--- config.mk ---
export PLATFORM = sky130hd
export DESIGN_NAME = ifill_ctrl
export DESIGN_NICKNAME = d
export VERILOG_FILES = /design/src/rtl/ifill_pkg.sv /design/src/rtl/ifill_way_pick.sv /design/src/rtl/ifill_burst_seq.sv /design/src/rtl/ifill_ctrl.sv
export SDC_FILE = /design/constraint.sdc
export NUM_CORES = 1
export LEC_CHECK = 0
export ABC_AREA = 1
export BUFFER_PORTS_ARGS = -buffer_cell sky130_fd_sc_hd__buf_2
export CAP_MARGIN = 20
export CORE_MARGIN = 3
export CORE_UTILIZATION = 40
export DETAILED_ROUTE_END_ITERATION = 8
export PLACE_DENSITY = 0.77
export SYNTH_ARGS = -nofsm -noshare
export SYNTH_HDL_FRONTEND = slang
export SYNTH_HIERARCHICAL = 1
export SYNTH_SLANG_ARGS = --single-unit
--- constraint.sdc ---
create_clock -name clk -period 1.67 [get_ports clk]
set_clock_uncertainty 0.1 [all_clocks]
set_input_delay 0.0835 -clock clk [delete_from_list [all_inputs] [get_ports clk]]
set_output_delay 0.0835 -clock clk [all_outputs]
set_load 0.005 [all_outputs]
--- src/rtl/ifill_pkg.sv ---
package ifill_pkg;
   typedef enum logic [2:0] {
      ST_IDLE,
      ST_LOOK,
      ST_EVICT,
      ST_CLAIM,
      ST_FETCH,
      ST_SEAL
   } fill_st_e;
endpackage

--- src/rtl/ifill_way_pick.sv ---
module ifill_way_pick #(
   parameter int WAYS  = 4,
   parameter int WAY_W = 2
) (
   input  logic [WAYS-1:0]  way_vld,
   input  logic [WAY_W-1:0] victim,
   output logic [WAY_W-1:0] way_sel,
   output logic             set_full
);
   logic [WAY_W-1:0] free_idx;

   initial begin
      assert (WAYS >= 2 && (1 << WAY_W) == WAYS)
         else $error("ifill_way_pick: WAYS must be a power of two >= 2");
   end

   generate
      if (WAYS == 2) begin : g_two
         // way 1 is free first only when way 0 is taken
         assign free_idx = way_vld[0];
      end else begin : g_many
         always_comb begin
            free_idx = '0;
            for (int i = WAYS - 1; i >= 0; i--) begin
               if (!way_vld[i]) free_idx = WAY_W'(i);
            end
         end
      end
   endgenerate

   assign set_full = &way_vld;
   assign way_sel  = set_full ? victim : free_idx;
endmodule

--- src/rtl/ifill_burst_seq.sv ---
module ifill_burst_seq #(
   parameter int LINE_BURSTS = 4,
   parameter int BSEL_W      = 2
) (
   input  logic              clk,
   input  logic              rst_n,
   input  logic              load,
   input  logic [BSEL_W-1:0] start,
   input  logic              step,
   output logic [BSEL_W-1:0] bsel,
   output logic              first_beat,
   output logic              last_beat
);
   logic [BSEL_W-1:0] base_q;
   logic [BSEL_W-1:0] cnt_q;

   initial begin
      assert (LINE_BURSTS >= 2 && (1 << BSEL_W) == LINE_BURSTS)
         else $error("ifill_burst_seq: LINE_BURSTS must be a power of two >= 2");
   end

   always_ff @(posedge clk) begin
      if (!rst_n) begin
         base_q <= '0;
         cnt_q  <= '0;
      end else if (load) begin
         base_q <= start;
         cnt_q  <= '0;
      end else if (step) begin
         cnt_q  <= cnt_q + BSEL_W'(1);
      end
   end

   // power-of-two line: the sum wraps inside the line by itself
   assign bsel       = base_q + cnt_q;
   assign first_beat = (cnt_q == '0);
   assign last_beat  = (cnt_q == BSEL_W'(LINE_BURSTS - 1));

   AST_WRAP_ORDER: assert property (@(posedge clk) disable iff (!rst_n)
      (step && !last_beat && !load) |=> (bsel == $past(bsel) + BSEL_W'(1)));
endmodule

--- src/rtl/ifill_ctrl.sv ---
module ifill_ctrl
   import ifill_pkg::*;
#(
   parameter int ADDR_W      = 24,
   parameter int BURST_BYTES = 32,
   parameter int LINE_BURSTS = 4,
   parameter int WAYS        = 4,
   parameter int PF_MAX      = 3,
   localparam int BOFF_W     = $clog2(BURST_BYTES),
   localparam int BSEL_W     = $clog2(LINE_BURSTS),
   localparam int LINE_W     = ADDR_W - BOFF_W - BSEL_W,
   localparam int BADDR_W    = LINE_W + BSEL_W,
   localparam int WAY_W      = $clog2(WAYS),
   localparam int PFC_W      = $clog2(PF_MAX + 1)
) (
   input  logic               clk,
   input  logic               rst_n,
   input  logic               miss_req,
   input  logic [BADDR_W-1:0] miss_baddr,
   output logic               miss_rel,
   input  logic [PFC_W-1:0]   cfg_pf_depth,
   input  logic [WAY_W-1:0]   cfg_victim,
   output logic [LINE_W-1:0]  cur_line,
   output logic [WAY_W-1:0]   cur_way,
   input  logic [WAYS-1:0]    lk_valid,
   input  logic               lk_hit,
   output logic               ev_stb,
   output logic               tag_clr,
   output logic               vld_set,
   output logic               rd_req,
   output logic [ADDR_W-1:0]  rd_addr,
   output logic               rd_pf,
   input  logic               rd_done
);
   fill_st_e           st, st_d;
   logic [LINE_W-1:0]  line_q;
   logic [BSEL_W-1:0]  first_q;
   logic               demand_q;
   logic [PFC_W-1:0]   pf_left;
   logic [PFC_W-1:0]   pf_start;
   logic [WAY_W-1:0]   way_q;
   logic               rel_q;

   logic [WAY_W-1:0]   pick_way;
   logic               set_full;
   logic [BSEL_W-1:0]  bsel;
   logic               first_beat, last_beat;
   logic               fetch_done, take, adv, pick, pf_more, pf_hit;

   initial begin
      assert (LINE_W > 0 && PF_MAX >= 0 && BURST_BYTES >= 2 && (1 << BOFF_W) == BURST_BYTES)
         else $error("ifill_ctrl: bad geometry parameters");
   end

   generate
      if (PF_MAX < (1 << PFC_W) - 1) begin : g_clamp
         assign pf_start = (cfg_pf_depth > PFC_W'(PF_MAX)) ? PFC_W'(PF_MAX) : cfg_pf_depth;
      end else begin : g_direct
         assign pf_start = cfg_pf_depth;
      end
   endgenerate

   ifill_way_pick #(.WAYS(WAYS), .WAY_W(WAY_W)) i_pick (
      .way_vld  (lk_valid),
      .victim   (cfg_victim),
      .way_sel  (pick_way),
      .set_full (set_full)
   );

   ifill_burst_seq #(.LINE_BURSTS(LINE_BURSTS), .BSEL_W(BSEL_W)) i_seq (
      .clk        (clk),
      .rst_n      (rst_n),
      .load       (st == ST_CLAIM),
      .start      (first_q),
      .step       (fetch_done),
      .bsel       (bsel),
      .first_beat (first_beat),
      .last_beat  (last_beat)
   );

   assign fetch_done = (st == ST_FETCH) && rd_done;
   assign pf_more    = (pf_left != '0);
   assign pf_hit     = !demand_q && lk_hit;

   // points where a fresh miss may be taken
   assign take = miss_req && ((st == ST_IDLE)
                           || (st == ST_LOOK && !demand_q)
                           || (fetch_done && !demand_q && !last_beat)
                           || (st == ST_SEAL));
   assign adv  = !take && pf_more
              && ((st == ST_LOOK && pf_hit) || (st == ST_SEAL));
   assign pick = !take && (st == ST_LOOK) && !pf_hit;

   always_comb begin
      st_d = st;
      case (st)
         ST_IDLE:  if (take) st_d = ST_LOOK;
         ST_LOOK: begin
            if (take)        st_d = ST_LOOK;
            else if (pf_hit) st_d = pf_more ? ST_LOOK : ST_IDLE;
            else             st_d = set_full ? ST_EVICT : ST_CLAIM;
         end
         ST_EVICT: st_d = ST_CLAIM;
         ST_CLAIM: st_d = ST_FETCH;
         ST_FETCH: begin
            if (rd_done) begin
               if (last_beat) st_d = ST_SEAL;
               else if (take) st_d = ST_LOOK;
            end
         end
         ST_SEAL:  st_d = (take || pf_more) ? ST_LOOK : ST_IDLE;
         default:  st_d = ST_IDLE;
      endcase
   end

   always_ff @(posedge clk) begin
      if (!rst_n) begin
         st       <= ST_IDLE;
         line_q   <= '0;
         first_q  <= '0;
         demand_q <= 1'b0;
         pf_left  <= '0;
         way_q    <= '0;
         rel_q    <= 1'b0;
      end else begin
         st    <= st_d;
         rel_q <= fetch_done && demand_q && first_beat;
         if (take) begin
            line_q   <= miss_baddr[BADDR_W-1 -: LINE_W];
            first_q  <= miss_baddr[BSEL_W-1:0];
            demand_q <= 1'b1;
            pf_left  <= pf_start;
         end else if (adv) begin
            line_q   <= line_q + LINE_W'(1);
            first_q  <= '0;
            demand_q <= 1'b0;
            pf_left  <= pf_left - PFC_W'(1);
         end
         if (pick) way_q <= pick_way;
      end
   end

   assign cur_line = line_q;
   assign cur_way  = way_q;
   assign ev_stb   = (st == ST_EVICT);
   assign tag_clr  = (st == ST_CLAIM);
   assign vld_set  = (st == ST_SEAL);
   assign rd_req   = (st == ST_FETCH);
   assign rd_addr  = {line_q, bsel, {BOFF_W{1'b0}}};
   assign rd_pf    = !(demand_q && first_beat);
   assign miss_rel = rel_q;

   AST_IDLE_HOLD: assert property (@(posedge clk) disable iff (!rst_n)
      (st == ST_IDLE && !miss_req) |=> (st == ST_IDLE && !rd_req));
   AST_CLAIM_TO_READ: assert property (@(posedge clk) disable iff (!rst_n)
      tag_clr |=> (rd_req && $stable(cur_way) && $stable(cur_line)));
   AST_EVICT_TO_CLAIM: assert property (@(posedge clk) disable iff (!rst_n)
      ev_stb |=> (tag_clr && $stable(cur_way)));
   AST_REL_AFTER_DEMAND: assert property (@(posedge clk) disable iff (!rst_n)
      miss_rel |-> $past(rd_req && rd_done && !rd_pf));
   AST_REL_SINGLE: assert property (@(posedge clk) disable iff (!rst_n)
      miss_rel |=> !miss_rel);
   AST_ADDR_HOLD: assert property (@(posedge clk) disable iff (!rst_n)
      (rd_req && !rd_done) |=> (rd_req && $stable(rd_addr) && $stable(rd_pf)));
   AST_SEAL_AFTER_READ: assert property (@(posedge clk) disable iff (!rst_n)
      vld_set |-> $past(rd_req && rd_done));
endmodule

# ---- Word level (Yosys, flattened, before mapping)
# Cells that the tools add are included.
dict set report word_totals {
  output_inout_bits 49
  regBits 32
  input_bits 32
  wordCells 73
}
dict set report classes {
  n_mux 22
  n_reduce_logical 30
  add_sub_neg 4
  bitwise 1
  eq_ne 7
}
# op count
set op_table {}
lappend op_table {{$mux W17} 2}
lappend op_table {{$mux W2} 11}
lappend op_table {{$pmux W3 S6} 1}
lappend op_table {{$add A17 B1 Y17 const B} 1}
lappend op_table {{$logic_and A1 B1 Y1} 14}
lappend op_table {{$mux W3} 3}
lappend op_table {{$eq A3 B2 Y1 const B} 2}
lappend op_table {{$eq A3 B3 Y1 const B} 2}
lappend op_table {{$logic_not A1 Y1} 5}
lappend op_table {{$logic_or A1 B1 Y1} 5}
lappend op_table {{$mux W1} 5}
lappend op_table {{$reduce_and A4 Y1} 1}
lappend op_table {{$reduce_bool A2 Y1} 2}
lappend op_table {{$eq A3 B1 Y1 const B} 1}
lappend op_table {{$logic_not A3 Y1} 1}
lappend op_table {{$add A2 B1 Y2 const B} 1}
lappend op_table {{$add A2 B2 Y2} 1}
lappend op_table {{$eq A2 B2 Y1 const B} 1}
lappend op_table {{$logic_not A2 Y1} 1}
lappend op_table {{$ne A2 B1 Y1 const B} 1}
lappend op_table {{$reduce_or A2 Y1} 1}
lappend op_table {{$sub A2 B1 Y2 const B} 1}
lappend op_table {{$not A1 Y1} 1}

# ---- Logic depth before layout (Yosys ltp)
dict set report logic_depth {
  word_depth 12
  depth_mapped 13
  mapped_depth_nobuf 12
}

# ---- Cells and area by module
# Netlist, hierarchy kept.
# mod seq_area_each_um2 area_per_inst_um2 n_inst cells_per_inst
set modules_own_cells {}
lappend modules_own_cells {ifill_ctrl 560.5 1946.9 1 308}
lappend modules_own_cells {ifill_burst_seq 80.1 220.2 1 32}
lappend modules_own_cells {ifill_way_pick 0.0 43.8 1 11}

# ---- Worst setup path after synthesis
# Ideal clock, no wire load.
dict set report synth_path {
  kind {reg-to-reg}
  from {reg line_q[0], in the netlist cur_line[0]}
  to {reg line_q[16], in the netlist cur_line[16]}
  stages_incl_launch_ff 11
  t_arrival_ns 1.494
  t_required_ns 1.453
  setup_slack_ns -0.041
  synth_period_minus_slack_ns 1.711
  setup_ns 0.117
  path_buffers 0
  path_cell_list {dfxtp_1 > ha_1 > nand3_1 > nor2_1 > nand3_1 > o21ai_0 > nand2_1 > nand2_1 > nand2_1 > nor2_1 > nor2_1}
}
dict set report synth_between {
  elab_chain_len 3
}
# element line_no
set synth_rtl {}
lappend synth_rtl {{from (decl)} ifill_ctrl.sv:36} ;# logic [LINE_W-1:0] line_q;
lappend synth_rtl {{from (signal assigned)} ifill_ctrl.sv:129} ;# line_q <= miss_baddr[BADDR_W-1 -: LINE_W];
lappend synth_rtl {{from (signal assigned)} ifill_ctrl.sv:134} ;# line_q <= line_q + LINE_W'(1);
lappend synth_rtl {{$add A17 B1 Y17} ifill_ctrl.sv:134}
lappend synth_rtl {{$mux W17} ifill_ctrl.sv:133} ;# end else if (adv) begin
lappend synth_rtl {{$mux W17} ifill_ctrl.sv:128} ;# if (take) begin
# No other way between the ends. The select of a mux whose other input is x is not followed.
# A chain may end at the register's enable or synchronous reset.

# ---- Worst setup path after layout
dict set report layout_path {
  from {reg st[0]}
  to {reg line_q[5], in the netlist cur_line[5]}
}
dict set report layout_between {
  elab_chain_len 11
  word_cells_on_any_way 19
  classes_between {eq/ne: 3; mux: 1; reduce/logical: 15}
}
# element line_no
set layout_rtl {}
lappend layout_rtl {{from (decl)} ifill_ctrl.sv:35} ;# fill_st_e st, st_d;
lappend layout_rtl {{from (signal assigned)} ifill_ctrl.sv:126} ;# st <= st_d;
lappend layout_rtl {{$eq A3 B3 Y1} ifill_ctrl.sv:81} ;# assign fetch_done = (st == ST_FETCH) && rd_done;
lappend layout_rtl {{$logic_and A1 B1 Y1} ifill_ctrl.sv:81}
lappend layout_rtl {{$logic_and A1 B1 Y1 (2 in a row)} ifill_ctrl.sv:88} ;# || (fetch_done && !demand_q && !last_beat)
lappend layout_rtl {{$logic_or A1 B1 Y1} ifill_ctrl.sv:88}
lappend layout_rtl {{$logic_or A1 B1 Y1} ifill_ctrl.sv:89} ;# || (st == ST_SEAL));
lappend layout_rtl {{$logic_and A1 B1 Y1} ifill_ctrl.sv:86} ;# assign take = miss_req && ((st == ST_IDLE)
lappend layout_rtl {{$logic_not A1 Y1} ifill_ctrl.sv:90} ;# assign adv = !take && pf_more
lappend layout_rtl {{$logic_and A1 B1 Y1} ifill_ctrl.sv:90}
lappend layout_rtl {{$logic_and A1 B1 Y1} ifill_ctrl.sv:91} ;# && ((st == ST_LOOK && pf_hit) || (st == ST_SEAL));
lappend layout_rtl {{$reduce_bool A2 Y1 (no source line)} --}
# Several ways; a longest one is shown, not always the timed one.

==> flow_summary.toml <==
[grt]
grt_remaining_overflow = 0
grt.total_usage = 0.189
antenna_found_initial = 0
grt_max_degree = 28
grt_pass1_wl_mm = 9.61
grt_pass1_vias = 2217

[logic_synthesis]
synth_cell_types = 29
synth.cell_area_mm2 = 0.00221
ys_ff_latch = 32
synthDominantCellAreaShare = 0.290
synth_compound_area_frac = 0.134
yosys_warnings = 6
synthSimpleGateAreaFrac = 0.354
synthCells = 351
seq_area_frac_synth = 0.290
syn_avg_cell_area_um2 = 6.30
synthTopCellsByArea = "dfxtp_1, nand2_1, buf_4, nor2_1, a21oi_1"
synthAdderAreaFrac = 0.0283
muxShareOfSynthArea = 0
synth-xor-area-share = 0.0198
synth.largest_area_cell = "dfxtp_1"
synth_top_family_by_area = "simple AND/OR/NAND/NOR gates"

[route]
ant_nets = 0
wl_per_cell_um = 12.5
dr.pass1.iters = 4
drc = 0
initialDrtViolationCount = 141
wl_mm = 6.52
via_per_inst = 4.86
vias = 2539

[critical_path]
crit_family = "simple AND/OR/NAND/NOR gates"
crit_top_cell = "nand2_2"
required_ns = 1.80
endpoint_kind = "register"
max_stage_delay_ns = 0.38
cp.depth = 11
critPathLaunch = "st[0]"
reg2reg_depth = 11
cp_max_fo = 7
slowest_stage = "dfxtp_4"
r2r-end = "cur_line[5]"
reg2reg_slack_ns = 0.01
path_class = "reg2reg"
r2r-start = "st[0]"
worstPathCellList = "inv_4 -> nor2_4 -> nand2_2 -> nand2_2 -> nand2_4 -> nand2_4 -> nand2_8 -> clkbuf_16 -> nand2_2 -> o21ai_1 -> a21oi_1"
cp-endpoint = "cur_line[5]"
arrival_ns = 1.78
startpoint_type = "register"
path_buf_inv = 2

[sta]
whs_ns = 0.000777
layout_min_cycle_time_ns = 1.66
finalCritPeriodShare = 0.993
drv_slew = 0
finalSetupViolCount = 0
finalHoldViolCount = 0
fin_ws_ns = 0.0116
rsz0062_at_grt = "true"
timing.fmax_mhz = 603

[die]
start_util = 0.422
die-area_mm2 = 0.00646
io_pins = 81
fp.dieH_um = 80.3
core_area_mm2 = 0.00524
rows = 26
die_w_um = 80.3

[worst_hold_path]
min-delay-start = "miss_baddr[18]"
hp-class = "in2reg"

[placement]
dp_hpwl_mm = 4.50
dp_slack_ns = -0.0238
dp.cells = 489
gp_congestion = 0.889
port_buffers = 75

[layout]
fillCellCount = 454
antennaDiodeCount = 0
stdcell_count = 522
final_util = 0.608
layout-drive-gt1-share = 0.352
fin_nets = 488
area_growth_pct = 43.9

[power]
p_leak_uw = 0.00155
power_uw = 3250
peakVddDrop_mv = 0.953
power_density_mw_per_mm2 = 1020

[run]
max-cap-violations = 0

[cts]
clock_sinks = 32
clockBufferDepth = 2
cts_buffers = 5
clk_latency_ns = 0.30
cts_tree = "built"
clockRootBuffer = "clkbuf_8"
htree_levels = 2
cts.clk_slew.worst_paths_ns = 0.08

[outcome]
status = "completed"
-- per-layer routing --
layer	track usage	up-vias	wire length [um]
met5	0	-	0
met4	0.0507	0	69
met3	0.0426	6	356
met2	0.339	88	3370
met1	0.223	1146	2720
li1	-	1299	-
-- Yosys cell counts --
| master | instances |
|---|---|
| conb_1 | 1 |
| a31oi_1 | 1 |
| buf_4 | 24 |
| o21ai_2 | 1 |
| nor3_1 | 8 |
| o211ai_1 | 1 |
| nor2_2 | 1 |
| buf_6 | 3 |
| buf_2 | 1 |
| xor2_1 | 5 |
| nand2_1 | 98 |
| nand2_4 | 3 |
| nand3b_1 | 2 |
| inv_1 | 37 |
| nor2_1 | 38 |
| clkbuf_1 | 2 |
| nand2_2 | 5 |
| o31ai_1 | 1 |
| dfxtp_1 | 32 |
| nand3_1 | 18 |
| a21oi_1 | 28 |
| o21ai_1 | 6 |
| nor2_4 | 1 |
| nand4_1 | 6 |
| a21boi_2 | 1 |
| nor3b_1 | 1 |
| ha_1 | 5 |
| inv_2 | 4 |
| o21ai_0 | 17 |
-- cell usage in the layout, fill, tap and decap left out, types with 7 or more instances in the layout --
master | netlist | layout
buf_4 | 24 | 23
dfxtp_1 | 32 | 25
nand3_1 | 18 | 13
o21ai_0 | 17 | 12
nand2_1 | 98 | 93
nor2_1 | 38 | 35
dlygate4sd3_1 | 0 | 16
o21ai_1 | 6 | 8
inv_1 | 37 | 33
a21oi_1 | 28 | 27
nand2_2 | 5 | 8
nor3_1 | 8 | 7
buf_2 | 1 | 75
-- how the worst min path moves through the flow --
stage	to	depth (start not counted)
final	cur_line[16]	5
after global routing	cur_line[10]	5
after CTS	cur_line[16]	5
after detailed placement	first_q[1]	3
after global placement	first_q[0]	3
after floorplan	cur_line[12]	2
-- power by group --
group          internal (uW)  switching (uW)
clock network            442             338
logic                    669             773
registers                896             136
-- cells by family after synthesis --
kind of cell | Yosys count
xor gates and xnor gates | 5
other | 1
and+or+nand+nor | 181
adders and majority gates | 5
AOI/OAI and AO/OA | 56
DFF | 32
buffers and inverters | 71
-- layout make-up --
class	count	area (um2)	area share
clock buffer	5	68.8	0.0216
multi-input combinational	252	1360	0.428
clock inverter	3	42.5	0.0134
timing repair buffer	119	805	0.253
sequential	32	652	0.205
inverter	41	164	0.0515
tap	70	87.6	0.0275
-- state kept, by name, indices dropped and copies added, names as in the netlist --
register	flops
cur_line	17
cur_way	2
demand_q	1
first_q	2
i_seq/base_q	2
i_seq/cnt_q	2
miss_rel	1
pf_left	2
st	3
-- metrics by stage --
stage	setup TNS [ns]	area, um2
3_3_place_gp	0	2620
3_5_place_dp	-0.0297	2620
6_report	0	3180
4_1_cts	0	2900
2_1_floorplan	0	2230
5_1_grt	-1.04	3180
-- worst reg2reg max path, cell delays in order, from the launching register on --
cell and delay (ns):
dfxtp_4 0.38, inv_4 0.05, nor2_4 0.16, nand2_2 0.10, nand2_2 0.09, nand2_4 0.07
nand2_4 0.10, nand2_8 0.10, clkbuf_16 0.18, nand2_2 0.07, o21ai_1 0.06, a21oi_1 0.15
-- repair_timing --
| item | in CTS | in global routing |
|---|---|---|
| gates cloned | 0 | 2 |
| buffers inserted | 0 | 7 |
| hold buffers | 16 | 0 |
| endpoints found under the hold margin | 16 | 0 |
| pin swaps | 0 | 16 |
| endpoints found under the setup margin | 12 | 25 |
| resized for setup | 3 | 52 |
(Power assumes the default switching activity.)
